[src/rtl/lor_pkg.sv]
`timescale 1ns/1ps
package lor_pkg;
  typedef enum logic [1:0] {
    MODE_SHIFT = 2'b00,
    MODE_MISR  = 2'b01,
    MODE_CLEAR = 2'b10,
    MODE_LOAD  = 2'b11
  } mode_e;

  typedef struct packed {
    logic shift;
    logic misr;
    logic clear;
    logic load;
  } mode_sel_t;
endpackage

[src/rtl/lor_mode_dec.sv]
`timescale 1ns/1ps
module lor_mode_dec
  import lor_pkg::*;
(
  input  logic [1:0] mode_i,
  output mode_sel_t  sel_o
);
  always_comb begin
    sel_o = '0;
    unique case (mode_e'(mode_i))
      MODE_SHIFT: sel_o.shift = 1'b1;
      MODE_MISR:  sel_o.misr  = 1'b1;
      MODE_CLEAR: sel_o.clear = 1'b1;
      MODE_LOAD:  sel_o.load  = 1'b1;
      default:    sel_o = '0;
    endcase
  end
endmodule

[src/rtl/lor_cell.sv]
`timescale 1ns/1ps
module lor_cell
  import lor_pkg::*;
(
  input  mode_sel_t sel_i,
  input  logic      d_i,
  input  logic      scan_in_i,
  input  logic      misr_in_i,
  output logic      nxt_o
);
  // clear falls through to zero
  always_comb begin
    nxt_o = 1'b0;
    if (sel_i.shift)     nxt_o = scan_in_i;
    else if (sel_i.misr) nxt_o = d_i ^ misr_in_i;
    else if (sel_i.load) nxt_o = d_i;
  end
endmodule

[src/rtl/logic_observer_reg.sv]
`timescale 1ns/1ps
module logic_observer_reg
  import lor_pkg::*;
#(
  parameter int unsigned       WIDTH    = 3,
  parameter logic [WIDTH-1:0]  TAP_MASK = {1'b1, {(WIDTH-2){1'b0}}, 1'b1}
) (
  input  logic             clk_i,
  input  logic             rst_ni,
  input  logic [1:0]       mode_i,
  input  logic [WIDTH-1:0] d_i,
  input  logic             si_i,
  output logic [WIDTH-1:0] q_o,
  output logic             so_o
);
  localparam int unsigned MSB = WIDTH - 1;

  mode_sel_t        sel;
  logic [WIDTH-1:0] q_q, q_d;
  logic             fb;

  lor_mode_dec i_dec (
    .mode_i (mode_i),
    .sel_o  (sel)
  );

  assign fb = ^(q_q & TAP_MASK);

  for (genvar i = 0; i < WIDTH; i++) begin : g_bit
    if (i == 0) begin : g_head
      lor_cell i_cell (
        .sel_i     (sel),
        .d_i       (d_i[0]),
        .scan_in_i (si_i),
        .misr_in_i (fb),
        .nxt_o     (q_d[0])
      );
    end else begin : g_body
      lor_cell i_cell (
        .sel_i     (sel),
        .d_i       (d_i[i]),
        .scan_in_i (q_q[i-1]),
        .misr_in_i (q_q[i-1]),
        .nxt_o     (q_d[i])
      );
    end
  end

  always_ff @(posedge clk_i or negedge rst_ni) begin
    if (!rst_ni) q_q <= '0;
    else         q_q <= q_d;
  end

  assign q_o  = q_q;
  assign so_o = q_q[MSB];


  normal_load_chk: assert property (@(posedge clk_i) disable iff (!rst_ni)
    mode_i == 2'b11 |=> q_o == $past(d_i));


  scan_shift_chk: assert property (@(posedge clk_i) disable iff (!rst_ni)
    mode_i == 2'b00 |=> q_o == {$past(q_o[MSB-1:0]), $past(si_i)});


  clear_zero_chk: assert property (@(posedge clk_i) disable iff (!rst_ni)
    mode_i == 2'b10 |=> q_o == '0);


  misr_chain_chk: assert property (@(posedge clk_i) disable iff (!rst_ni)
    mode_i == 2'b01 |=> q_o[MSB:1] == $past(d_i[MSB:1] ^ q_o[MSB-1:0]));


  misr_head_chk: assert property (@(posedge clk_i) disable iff (!rst_ni)
    mode_i == 2'b01 |=> q_o[0] == $past(d_i[0] ^ (^(q_o & TAP_MASK))));


  lfsr_nonzero_chk: assert property (@(posedge clk_i) disable iff (!rst_ni)
    (mode_i == 2'b01 && d_i == '0 && q_o != '0) |=> q_o != '0);
endmodule

[config.mk]
export PLATFORM = sky130hd
export DESIGN_NAME = logic_observer_reg
export DESIGN_NICKNAME = d
export VERILOG_FILES = /design/src/rtl/lor_pkg.sv /design/src/rtl/lor_mode_dec.sv /design/src/rtl/lor_cell.sv /design/src/rtl/logic_observer_reg.sv
export SDC_FILE = /design/constraint.sdc
export NUM_CORES = 1
export LEC_CHECK = 0
export ABC_AREA = 1
export BUFFER_PORTS_ARGS = -buffer_cell sky130_fd_sc_hd__buf_2
export CAP_MARGIN = 40
export CORE_AREA = 2 2 39 41
export DETAILED_ROUTE_END_ITERATION = 16
export DIE_AREA = 0 0 41 43
export RECOVER_POWER = 100
export SYNTH_ARGS = -nofsm -noshare
export SYNTH_HDL_FRONTEND = slang
export SYNTH_SLANG_ARGS = --single-unit
[constraint.sdc]
create_clock -name clk_i -period 0.9 [get_ports clk_i]
set_input_delay 0.18 -clock clk_i [delete_from_list [all_inputs] [get_ports clk_i]]
set_output_delay 0.18 -clock clk_i [all_outputs]
set_load 0.01 [all_outputs]
After elaboration in Yosys (flattened, before gate mapping)
Cells that the tools add are included.
{"block": "op_classes", "eq_ne": 2, "n_mux": 12, "bitwise_logic": 3, "reduce_logical": 2}
{"cell": "$mux 1", "count": 12}
{"cell": "$reduce_xor 3->1", "count": 1}
{"cell": "$xor 1x1->1", "count": 3}
{"cell": "$eq 2x1->1 const B", "count": 1}
{"cell": "$eq 2x2->1 const B", "count": 1}
{"cell": "$logic_not 2->1", "count": 1}
{"block": "word_totals", "ff_bits": 3, "in_bits": 8, "word_cells": 20}

Depth between registers and ports, before layout
Gate-level depths: netlist (run 1).
{"block": "depth", "ltp_word": 5, "ltp_mapped": 6, "ltp_nobuf": 6}

Modules after synthesis
Synthesis (run 1) repeated with hierarchy kept, for this count alone.
{"block": "hier_totals", "hier_cells": 46, "hier_area_um2": 251.5}
{"module": "lor_cell", "n_inst": 3, "cells_each": 10, "area_each_um2": 41.3, "seq_area_each_um2": 0.0}
{"module": "logic_observer_reg", "n_inst": 1, "cells_each": 9, "area_each_um2": 101.3, "seq_area_each_um2": 75.1}
{"module": "lor_mode_dec", "n_inst": 1, "cells_each": 7, "area_each_um2": 26.3, "seq_area_each_um2": 0.0}

Least setup slack after synthesis (run 1)
Ideal clock, no wire load.
{"block": "synth_path", "path_type": "flip-flop to flip-flop", "startpoint": "reg q_q[2], in the netlist q_o[2]", "endpoint": "reg q_q[0], in the netlist q_o[0]", "setup_time_ns": 0.117, "arrival_time_ns": 0.724, "setup_slack_ns": 0.059, "stages_incl_launch_ff": 5, "path_buffers": 0, "period_less_slack_ns": 0.841, "path_cell_list": "dfrtp_1 -> nand2_1 -> nand4_1 -> nand3_1 -> nand2_1"}
{"block": "synth_via", "elab_chain_cells": 4}
{"element": "start, declared", "line_no": "logic_observer_reg.sv:19", "text": "logic [WIDTH-1:0] q_q, q_d;"}
{"element": "start signal, assigned", "line_no": "logic_observer_reg.sv:51", "text": "else q_q <= q_d;"}
{"element": "$reduce_xor 3->1", "line_no": "logic_observer_reg.sv:27", "text": "assign fb = ^(q_q & TAP_MASK);"}
{"element": "$xor 1x1->1", "line_no": "lor_cell.sv:15", "text": "else if (sel_i.misr) nxt_o = d_i ^ misr_in_i;"}
{"element": "$mux 1", "line_no": "lor_cell.sv:15"}
{"element": "$mux 1", "line_no": "lor_cell.sv:14", "text": "if (sel_i.shift) nxt_o = scan_in_i;"}
{"element": "net g_bit[0].g_head.i_cell.nxt_o", "line_no": "lor_cell.sv:9", "text": "output logic nxt_o"}
The timed path passes the listed nets, and every way through them passes these cells.

Final worst setup path (run 1)
{"block": "layout_path", "startpoint": "reg q_q[2], in the netlist q_o[2]", "endpoint": "out so_o"}
{"element": "end, declared", "line_no": "logic_observer_reg.sv:14", "text": "output logic so_o"}
No word-level cell between the ends.

==> results of run 1 <==
-- stage by stage --
stage	utilization	std cells	area [sq um]	hold WS, ns	setup slack, ns
after detailed placement	0.176	49	244	-0.0216	0.0574
after global placement	0.176	49	244	-0.0225	0.0623
after floorplan	-	25	191	-0.116	0.0591
final	0.207	55	287	0.152	-0.0479
after global routing	0.207	55	287	0.177	-0.0827
after CTS	0.203	54	280	0.148	-0.0582
-- what timing repair did --
action	CTS	global route
hold buffers	1	0
hold endpoints to repair	3	0
resized for setup	0	0
buffers inserted	0	1
pin swaps	0	0
setup endpoints to repair	4	5
-- per-layer routing --
layer | up-vias | share of wire | global-route usage
li1 | 99 | - | -
met1 | 81 | 0.35 | 0.0455
met2 | 7 | 0.54 | 0.0781
met3 | 2 | 0.064 | 0
met4 | 0 | 0.045 | 0.0800
met5 | - | 0 | 0
-- where the power goes --
part / leakage (nW) / internal (mW) / switching, mW
registers: 0.0373 / 0.152 / 0.0119
logic: 0.105 / 0.0524 / 0.0570
clock network: 0.0150 / 0.166 / 0.0695
-- kinds of logic (layout without fill, tap and decap cells) --
| family | Yosys count | after routing | share of synthesized area |
|---|---|---|---|
| AND/OR/NAND/NOR | 13 | 13 | 0.320 |
| XOR/XNOR | 2 | 2 | 0.0915 |
| buffers and inverters | 7 | 21 | 0.196 |
| flip-flops | 3 | 3 | 0.392 |
-- final cells by class --
cell class / count / area (sq um) / share of cell area
Clock buffer: 4 / 26.3 / 0.0917
Inverter: 4 / 15.0 / 0.0524
Multi-Input combinational cell: 15 / 78.8 / 0.275
Sequential cell: 3 / 75.1 / 0.262
Tap cell: 16 / 20.0 / 0.0699
Timing Repair Buffer: 13 / 71.3 / 0.249
-- cell usage after synthesis --
master   instances  area share
nand2_1          8        0.16
buf_4            3        0.12
dfrtp_1          3        0.39
inv_1            3       0.059
xor2_1           2       0.092
inv_2            1       0.020
nand2_2          1       0.033
nand3_1          1       0.026
nand3_2          1       0.052
nand4_1          1       0.033
nor2_1           1       0.020
-- worst paths after layout --
path / cells after the start / start / slack (ns) / end
worst min register to register: 2 / q_o[1]$_DFF_PN0_ / 0.55 / q_o[2]$_DFF_PN0_
min in group asynchronous: 2 / rst_ni / 0.28 / q_o[0]$_DFF_PN0_
worst min-delay path: 3 / si_i / 0.15 / q_o[0]$_DFF_PN0_
max in group asynchronous: 2 / rst_ni / 0.47 / q_o[2]$_DFF_PN0_
worst max register to register: 4 / q_o[2]$_DFF_PN0_ / 0.06 / q_o[0]$_DFF_PN0_
worst max-delay path: 1 / q_o[2]$_DFF_PN0_ / -0.05 / so_o
==> qor.csv, run 1 <==
stage,metric,value,unit
routing,Antenna Nets Post-Route,0,
critical_path,Top delay family on crit path,flip-flops,
floorplan,I/O pin count,12,
floorplan,die height,43,um
global_route,largest net degree at the start of global routing,5,
run,max-cap violations,0,
yosys,Post-Syn Instances,25,
cells_and_area,"commonest non-fill, non-tap cell in the layout",buf_2,
clock_network,H-tree levels,1,
sta,Final Cycle Share,1.05,
global_route,first-pass GRT wire length,558,um
cells_and_area,number of diodes,0,
worst_hold_path,worst hold path class,in2reg,
yosys,"Seq/Total Area, Yosys",0.392,
critical_path,crit path buf inv count,1,
sta,clk_skew,0.000292,ns
floorplan,Die ar.,0.00176,sq mm
routing,DR vias/cell,3.44,
critical_path,Critical Path Fanout Max,4,
clock_network,root buf cell,clkbuf_4,
cells_and_area,layout cells sized above 1,0.436,
yosys,syn nets,33,
floorplan,DIE WIDTH,41,um
cells_and_area,Area Growth Syn to Fin,49.7,%
critical_path,CP required,0.72,ns
critical_path,CP Class,reg2out,
yosys,Netlist cell types,11,
routing,Iteration-0 DRC Markers,0,
yosys,Synth Warn #,0,
place,DP HPWL,319,um
outcome,run status,"finished, violations left",
critical_path,Critical Path AT,0.77,ns
global_route,vias in the first global route,173,
global_route,total grt overflow,0,
floorplan,row cnt,14,
place,GPL Wtd Cong,0.565,
sta,measured slew at the worst slew-check pin,0.156,ns
cells_and_area,max reg flops,3,
clock_network,CTS Buf Count,3,
clock_network,clock sinks,3,
clock_network,CTS tree,done,
global_route,initial antenna violation count,0,
routing,Avg WL per Cell,6.84,um
cells_and_area,Fillers,160,
floorplan,Initial Util,0.138,
sta,Finish-stage setup viols,4,
critical_path,CP startpoint kind,register,
power,Worst VDD drop,306,uV
cells_and_area,"commonest non-fill, non-tap cells in the layout","10 x buf_2, 8 x nand2_1, 4 x clkbuf_4, 3 x inv_1, 3 x dfrtp_1",
critical_path,highest-delay cell along the critical path,dfrtp_1,
sta,final hold violations,0,
outcome,failing checks,setup timing,
global_route,Global Route Usage Sum,0.0514,
clock_network,Skew-Pair Late Insertion Delay,0.23,ns
routing,WL final,376,um
place,IO Port Bufs,11,
routing,DR DRC count,0,
power,Power Density,1780,mW/mm^2
cells_and_area,Nets,48,
power,Lkg Pwr,0.157,nW
sta,Rel. slew slack,0.896,
yosys,syn_area_per_cell,7.66,sq um
sta,Achievable Freq,1050,MHz
floorplan,core area,0.00138,sq mm
clock_network,clock slew at reported path FFs,0.04,ns
power,overall power,0.509,mW
sta,Slew Limit Fails,0,
sta,RSZ-0062 raised after global routing,yes,
sta,Tmin final,0.948,ns
yosys,mapped cell area,191,sq um
clock_network,Bufs on Longest Clock Path,2,
sta,TNS Setup,-0.162,ns
critical_path,largest stage delay on the critical path,0.39,ns
yosys,register bit total from synthesis,3,
critical_path,CP cell instances,buf_2,
sta,PnR worst setup slack,-0.0479,ns
routing,DR pass1 iterations,1,
critical_path,crit end category,output pin,
routing,via count,189,
No activity file was read; power rests on OpenSTA's default activity.
==> run 2: changes to the inputs <==
==> constraint.sdc (replaced) <==
create_clock -name clk_i -period 0.9 [get_ports clk_i]
set_input_delay 0.18 -clock clk_i [delete_from_list [all_inputs] [get_ports clk_i]]
set_output_delay 0.18 -clock clk_i [all_outputs]
set_load 0.05 [all_outputs]
==> run 2 against run 1 <==
Net effect:
- the flow still finishes with violations (setup timing)
- fmax is 4.1% lower
- highest routed layer unchanged
- final cell count is 5.5% higher
- critical endpoint unchanged
- global-route usage is 1.9 points higher
==> qor.csv, run 2 (same netlist as run 1, synthesis figures left out) <==
stage,metric,value,unit
global_route,largest net degree at the start of global routing,5,
cells_and_area,"commonest non-fill, non-tap cells in the layout","7 x nand2_1, 6 x buf_2, 6 x buf_6, 4 x clkbuf_4, 3 x inv_2",
floorplan,Die ar.,0.00176,sq mm
sta,RSZ-0062 raised after global routing,yes,
critical_path,crit path buf inv count,1,
clock_network,CTS tree,done,
critical_path,CP startpoint kind,register,
floorplan,DIE WIDTH,41,um
power,Worst VDD drop,506,uV
power,Lkg Pwr,0.179,nW
sta,final hold violations,0,
clock_network,root buf cell,clkbuf_4,
critical_path,CP cell instances,buf_6,
critical_path,worst reg-to-reg path cell count,7,
sta,clk_skew,0.000124,ns
global_route,Global Route Usage Sum,0.0706,
critical_path,Top delay family on crit path,flip-flops,
routing,met3 routed WL,27,um
place,placed instance area,248,sq um
clock_network,CTS Buf Count,3,
clock_network,Bufs on Longest Clock Path,2,
routing,DR vias/cell,3.52,
worst_hold_path,worst hold path class,in2reg,
critical_path,CP required,0.72,ns
critical_path,highest-delay cell along the critical path,dfrtp_2,
sta,measured slew at the worst slew-check pin,0.159,ns
routing,Iteration-0 DRC Markers,1,
sta,Rel. slew slack,0.894,
critical_path,CP Class,reg2out,
clock_network,H-tree levels,1,
sta,Slew Limit Fails,0,
cells_and_area,layout cells sized above 1,0.571,
sta,Tmin final,0.989,ns
routing,WL final,448,um
routing,Antenna Nets Post-Route,0,
outcome,run status,"finished, violations left",
clock_network,clock slew at reported path FFs,0.04,ns
floorplan,row cnt,14,
routing,DR pass1 iterations,2,
run,max-cap violations,0,
global_route,vias in the first global route,206,
sta,TNS Setup,-0.350,ns
cells_and_area,Nets,51,
routing,met2 routed WL,240,um
outcome,failing checks,setup timing,
place,IO Port Bufs,11,
cells_and_area,number of diodes,0,
global_route,total grt overflow,0,
routing,max layer used,met4,
floorplan,I/O pin count,12,
floorplan,die height,43,um
sta,PnR worst setup slack,-0.0887,ns
critical_path,Critical Path AT,0.81,ns
floorplan,Initial Util,0.138,
worst_hold_path,Hold Path Depth,3,
cells_and_area,Area Growth Syn to Fin,80.4,%
worst_hold_path,Hold EP,q_o[0]$_DFF_PN0_,
routing,Avg WL per Cell,7.72,um
critical_path,largest stage delay on the critical path,0.42,ns
routing,via count,204,
critical_path,CP startpoint,q_o[2]$_DFF_PN0_,
floorplan,core area,0.00138,sq mm
critical_path,crit end category,output pin,
global_route,first-pass GRT wire length,710,um
routing,DR DRC count,0,
routing,M1 wire length,160,um
critical_path,reg2reg setup slack,-0.05,ns
sta,Achievable Freq,1010,MHz
cells_and_area,max reg flops,3,
global_route,initial antenna violation count,0,
worst_hold_path,Hold Path Origin,si_i,
place,GPL Wtd Cong,0.620,
critical_path,Crit Reg-Reg Startpoint,q_o[2]$_DFF_PN0_,
power,Power Density,1870,mW/mm^2
clock_network,Skew-Pair Late Insertion Delay,0.23,ns
critical_path,Critical Path Fanout Max,3,
sta,Final Cycle Share,1.10,
cells_and_area,"commonest non-fill, non-tap cell in the layout",nand2_1,
place,pre-CTS setup slack,0.0527,ns
clock_network,clock sinks,3,
critical_path,r2r endpoint,q_o[0]$_DFF_PN0_,
cells_and_area,final instance area,345,sq um
sta,Finish-stage setup viols,5,
place,DP HPWL,321,um
==> run 2: cell count changes in the layout (fill, tap and decap cells not counted) <==
cell | previous run | this run
inv_2 | 1 | 3
dfrtp_2 | 0 | 1
buf_6 | 0 | 6
buf_2 | 10 | 6
nand2_2 | 1 | 2
dfrtp_1 | 3 | 2
nand2_1 | 8 | 7
buf_4 | 0 | 1
inv_1 | 3 | 1
==> run 2: cell type report <==
type	count	area (sq um)
inverter	4	15.0
clock buffer	4	26.3
sequential	3	76.3
multi-input combinational	15	81.3
timing repair buffer	16	126
tap	16	20.0
fill	163	1040
==> run 2: timing repair <==
item	4_1_cts	5_1_grt
pin swaps	0	1
hold endpoints to repair	3	0
buffers inserted	4	0
setup endpoints to repair	4	5
resized for setup	8	3
hold buffers	1	0
==> run 2: power by group <==
group / internal, mW / switching, mW / total [mW]
sequential: 0.153 / 0.0173 / 0.171
clock: 0.166 / 0.0641 / 0.230
combinational: 0.107 / 0.139 / 0.245
==> run 2: worst max-delay path by stage <==
stage,slack (ns),cells past startpoint,to
2_1_floorplan,-0.06,5,q_o[0]$_DFF_PN0_
3_3_place_gp,0.06,4,q_o[0]$_DFF_PN0_
3_5_place_dp,0.05,6,q_o[0]$_DFF_PN0_
4_1_cts,-0.09,1,so_o
5_1_grt,-0.11,1,q_o[0]
6_report,-0.09,1,so_o
==> run 2: worst min-delay path, delay by kind of cell <==
family	cells	cell delay (ns)
buf+inv	1	0.08
simple gates	2	0.09
==> run 2: routing by layer <==
metal,GRT usage,vias to the layer above
met2,0.0906,8
met1,0.0554,88
li1,-,106
met3,0.0314,2
met4,0.120,0
met5,0,-
==> run 2: stage by stage <==
stage | hold slack, ns | total power, mW | cells | util
final | 0.160 | 0.646 | 58 | 0.250
after global routing | 0.161 | 0.680 | 58 | 0.250
after CTS | 0.154 | 0.651 | 58 | 0.245
after detailed placement | -0.0221 | 0.344 | 49 | 0.179
after global placement | -0.0234 | 0.342 | 49 | 0.179
after floorplan | -0.116 | 0.322 | 25 | -
==> run 3: changes to the inputs <==
Settings changed: ABC_AREA 1 to unset.
==> run 3 against run 2 <==
Net effect:
- the run still ends with setup timing left
- worst setup slack got worse by 0.15 ns
- final cell count fell by 6.9%
- worst hold slack improved by 0.038 ns
- sequential share of layout area fell by 1.5 points
- cell area rose by 7.2%
- die area did not move
- clock power barely moved
- wire length fell by 4.2%
- sequential power barely moved
- fmax fell by 13%
==> qor.csv, run 3 <==
stage,metric,value,unit
routing,WL final,429,um
sta,final hold violations,0,
place,GPL Wtd Cong,0.660,
clock_network,CTS Buf Count,3,
cells_and_area,Fillers,152,
place,IO Port Bufs,11,
yosys,mapped cell area,178,sq um
global_route,initial antenna violation count,0,
outcome,run status,"finished, violations left",
yosys,Post-Syn Instances,18,
floorplan,core area,0.00138,sq mm
power,Power Density,1970,mW/mm^2
sta,RSZ-0062 raised after global routing,yes,
floorplan,Die ar.,0.00176,sq mm
yosys,Main synth FF type,dfrtp_1,
yosys,synth top area cells,"dfrtp_1 42%, xnor2_1 15%, buf_4 13%, nor2b_1 7.0%, nand3_1 5.6%",
global_route,Global Route Usage Sum,0.0663,
yosys,Netlist cell types,9,
worst_hold_path,worst hold path class,in2reg,
critical_path,CP Class,reg2reg,
clock_network,Bufs on Longest Clock Path,2,
cells_and_area,"commonest non-fill, non-tap cells in the layout","6 x buf_2, 5 x buf_6, 4 x clkbuf_4, 4 x buf_4, 3 x xnor2_1",
sta,Finish-stage setup viols,6,
sta,PnR worst setup slack,-0.241,ns
routing,Antenna Nets Post-Route,0,
sta,Achievable Freq,876,MHz
floorplan,Initial Util,0.128,
critical_path,crit end category,register,
cells_and_area,layout cells sized above 1,0.605,
cells_and_area,Area Growth Syn to Fin,108,%
routing,Avg WL per Cell,7.94,um
routing,DR pass1 iterations,1,
yosys,register bit total from synthesis,3,
cells_and_area,Nets,47,
clock_network,clock slew at reported path FFs,0.04,ns
sta,clk_skew,0.00170,ns
routing,DR DRC count,0,
power,Worst VDD drop,405,uV
cells_and_area,number of diodes,0,
cells_and_area,"Cell Count, Final, Fillers Out",54,
yosys,syn nets,26,
routing,Iteration-0 DRC Markers,0,
clock_network,Skew-Pair Late Insertion Delay,0.23,ns
yosys,cell accounting for the most synthesized area,dfrtp_1,
global_route,first-pass GRT wire length,724,um
yosys,async set-or-reset flop fraction in the synthesized netlist,1.00,
clock_network,clock sinks,3,
outcome,failing checks,setup timing,
yosys,area share of the largest cell type after synthesis,0.423,
sta,measured slew at the worst slew-check pin,0.193,ns
routing,DR vias/cell,3.57,
place,pre-CTS setup slack,-0.232,ns
critical_path,CP required,1.06,ns
floorplan,DIE WIDTH,41,um
global_route,total grt overflow,0,
clock_network,root buf cell,clkbuf_4,
sta,Slew Limit Fails,0,
critical_path,Critical Path Fanout Max,2,
clock_network,H-tree levels,1,
critical_path,CP startpoint kind,register,
floorplan,I/O pin count,12,
yosys,Synth Warn #,0,
yosys,syn_area_per_cell,9.87,sq um
run,max-cap violations,0,
clock_network,CTS tree,done,
global_route,vias in the first global route,216,
critical_path,Critical Path AT,1.31,ns
floorplan,row cnt,14,
place,Placed Cells incl. Taps,47,
sta,Tmin final,1.14,ns
sta,Final Cycle Share,1.27,
routing,via count,193,
cells_and_area,max reg flops,3,
power,Lkg Pwr,0.174,nW
cells_and_area,"commonest non-fill, non-tap cell in the layout",buf_2,
yosys,"EDFF count, synth",0,
floorplan,die height,43,um
yosys,"Seq/Total Area, Yosys",0.423,
sta,Rel. slew slack,0.870,
power,overall power,0.731,mW
global_route,largest net degree at the start of global routing,5,
yosys,Synth top cells by count,"3 x buf_4, 3 x dfrtp_1, 3 x xnor2_1",
==> run 3: cell count changes after synthesis, sizes merged <==
cell,delta
a31oi,+1
inv,-4
nand2,-7
nand4,-1
nor2,-1
nor2b,+2
nor3b,+1
or4b,+1
xnor2,+3
xor2,-2
==> run 3: path summary, 6_finish.rpt <==
kind	start	endpoint	slack [ns]	cells past startpoint
max	q_o[2]$_DFF_PN0_	q_o[0]$_DFF_PN0_	-0.24	3
min	d_i[2]	q_o[2]$_DFF_PN0_	0.20	3
max reg2reg	q_o[2]$_DFF_PN0_	q_o[0]$_DFF_PN0_	-0.24	3
min reg2reg	q_o[2]$_DFF_PN0_	q_o[0]$_DFF_PN0_	0.63	3
max in group asynchronous	rst_ni	q_o[2]$_DFF_PN0_	0.43	2
min in group asynchronous	rst_ni	q_o[2]$_DFF_PN0_	0.30	2
==> run 3: metrics by stage <==
step | util | cell area [sq um] | hold slack, ns | TNS [ns]
6_report | 0.268 | 370 | 0.198 | -0.884
5_1_grt | 0.268 | 370 | 0.198 | -1.15
4_1_cts | 0.255 | 353 | 0.195 | -0.968
3_5_place_dp | 0.194 | 269 | -0.0208 | -0.234
3_3_place_gp | 0.194 | 269 | -0.0220 | -0.227
2_1_floorplan | - | 179 | -0.116 | -0.408
==> run 3: where the power goes <==
| group | switching, mW | leakage, nW | internal [mW] |
|---|---|---|---|
| Clock | 0.0656 | 0.0150 | 0.166 |
| Sequential | 0.0151 | 0.0360 | 0.158 |
| Combinational | 0.163 | 0.123 | 0.164 |
| Total | 0.244 | 0.174 | 0.487 |
==> run 3: cell type report <==
type,instances,area [sq um],share of cell area
multi-input cells,12,95.1,0.257
repair buffers,19,153,0.412
flip-flops and latches,3,76.3,0.206
clock buffers,4,26.3,0.0709
well taps,16,20.0,0.0541
==> run 3: repair_timing <==
action	in CTS	in global routing
setup buffers	2	0
endpoints found under the hold margin	3	0
gates resized for setup	10	5
endpoints found under the setup margin	5	7
hold buffers	1	0
pin swaps	0	1
==> run 3: cells by family after synthesis <==
logic type / Yosys count / synth area share
and+or+nand+nor: 8 / 0.268
buffers and inverters: 3 / 0.127
xor gates and xnor gates: 3 / 0.148
DFF: 3 / 0.423
AOI/OAI and AO/OA: 1 / 0.0352
==> run 3: metal layers <==
metal,GRT usage,wire [um],vias up
met4,0.0800,17,0
li1,-,-,98
met3,0.0157,30,2
met5,0,0,-
met1,0.0579,132,82
met2,0.103,249,11
==> run 3: worst max-delay path, cell delays in order, from the launching register on <==
cell and delay, ns:
dfrtp_2 0.40, xnor2_1 0.14, or4b_1 0.46, nand3_1 0.07
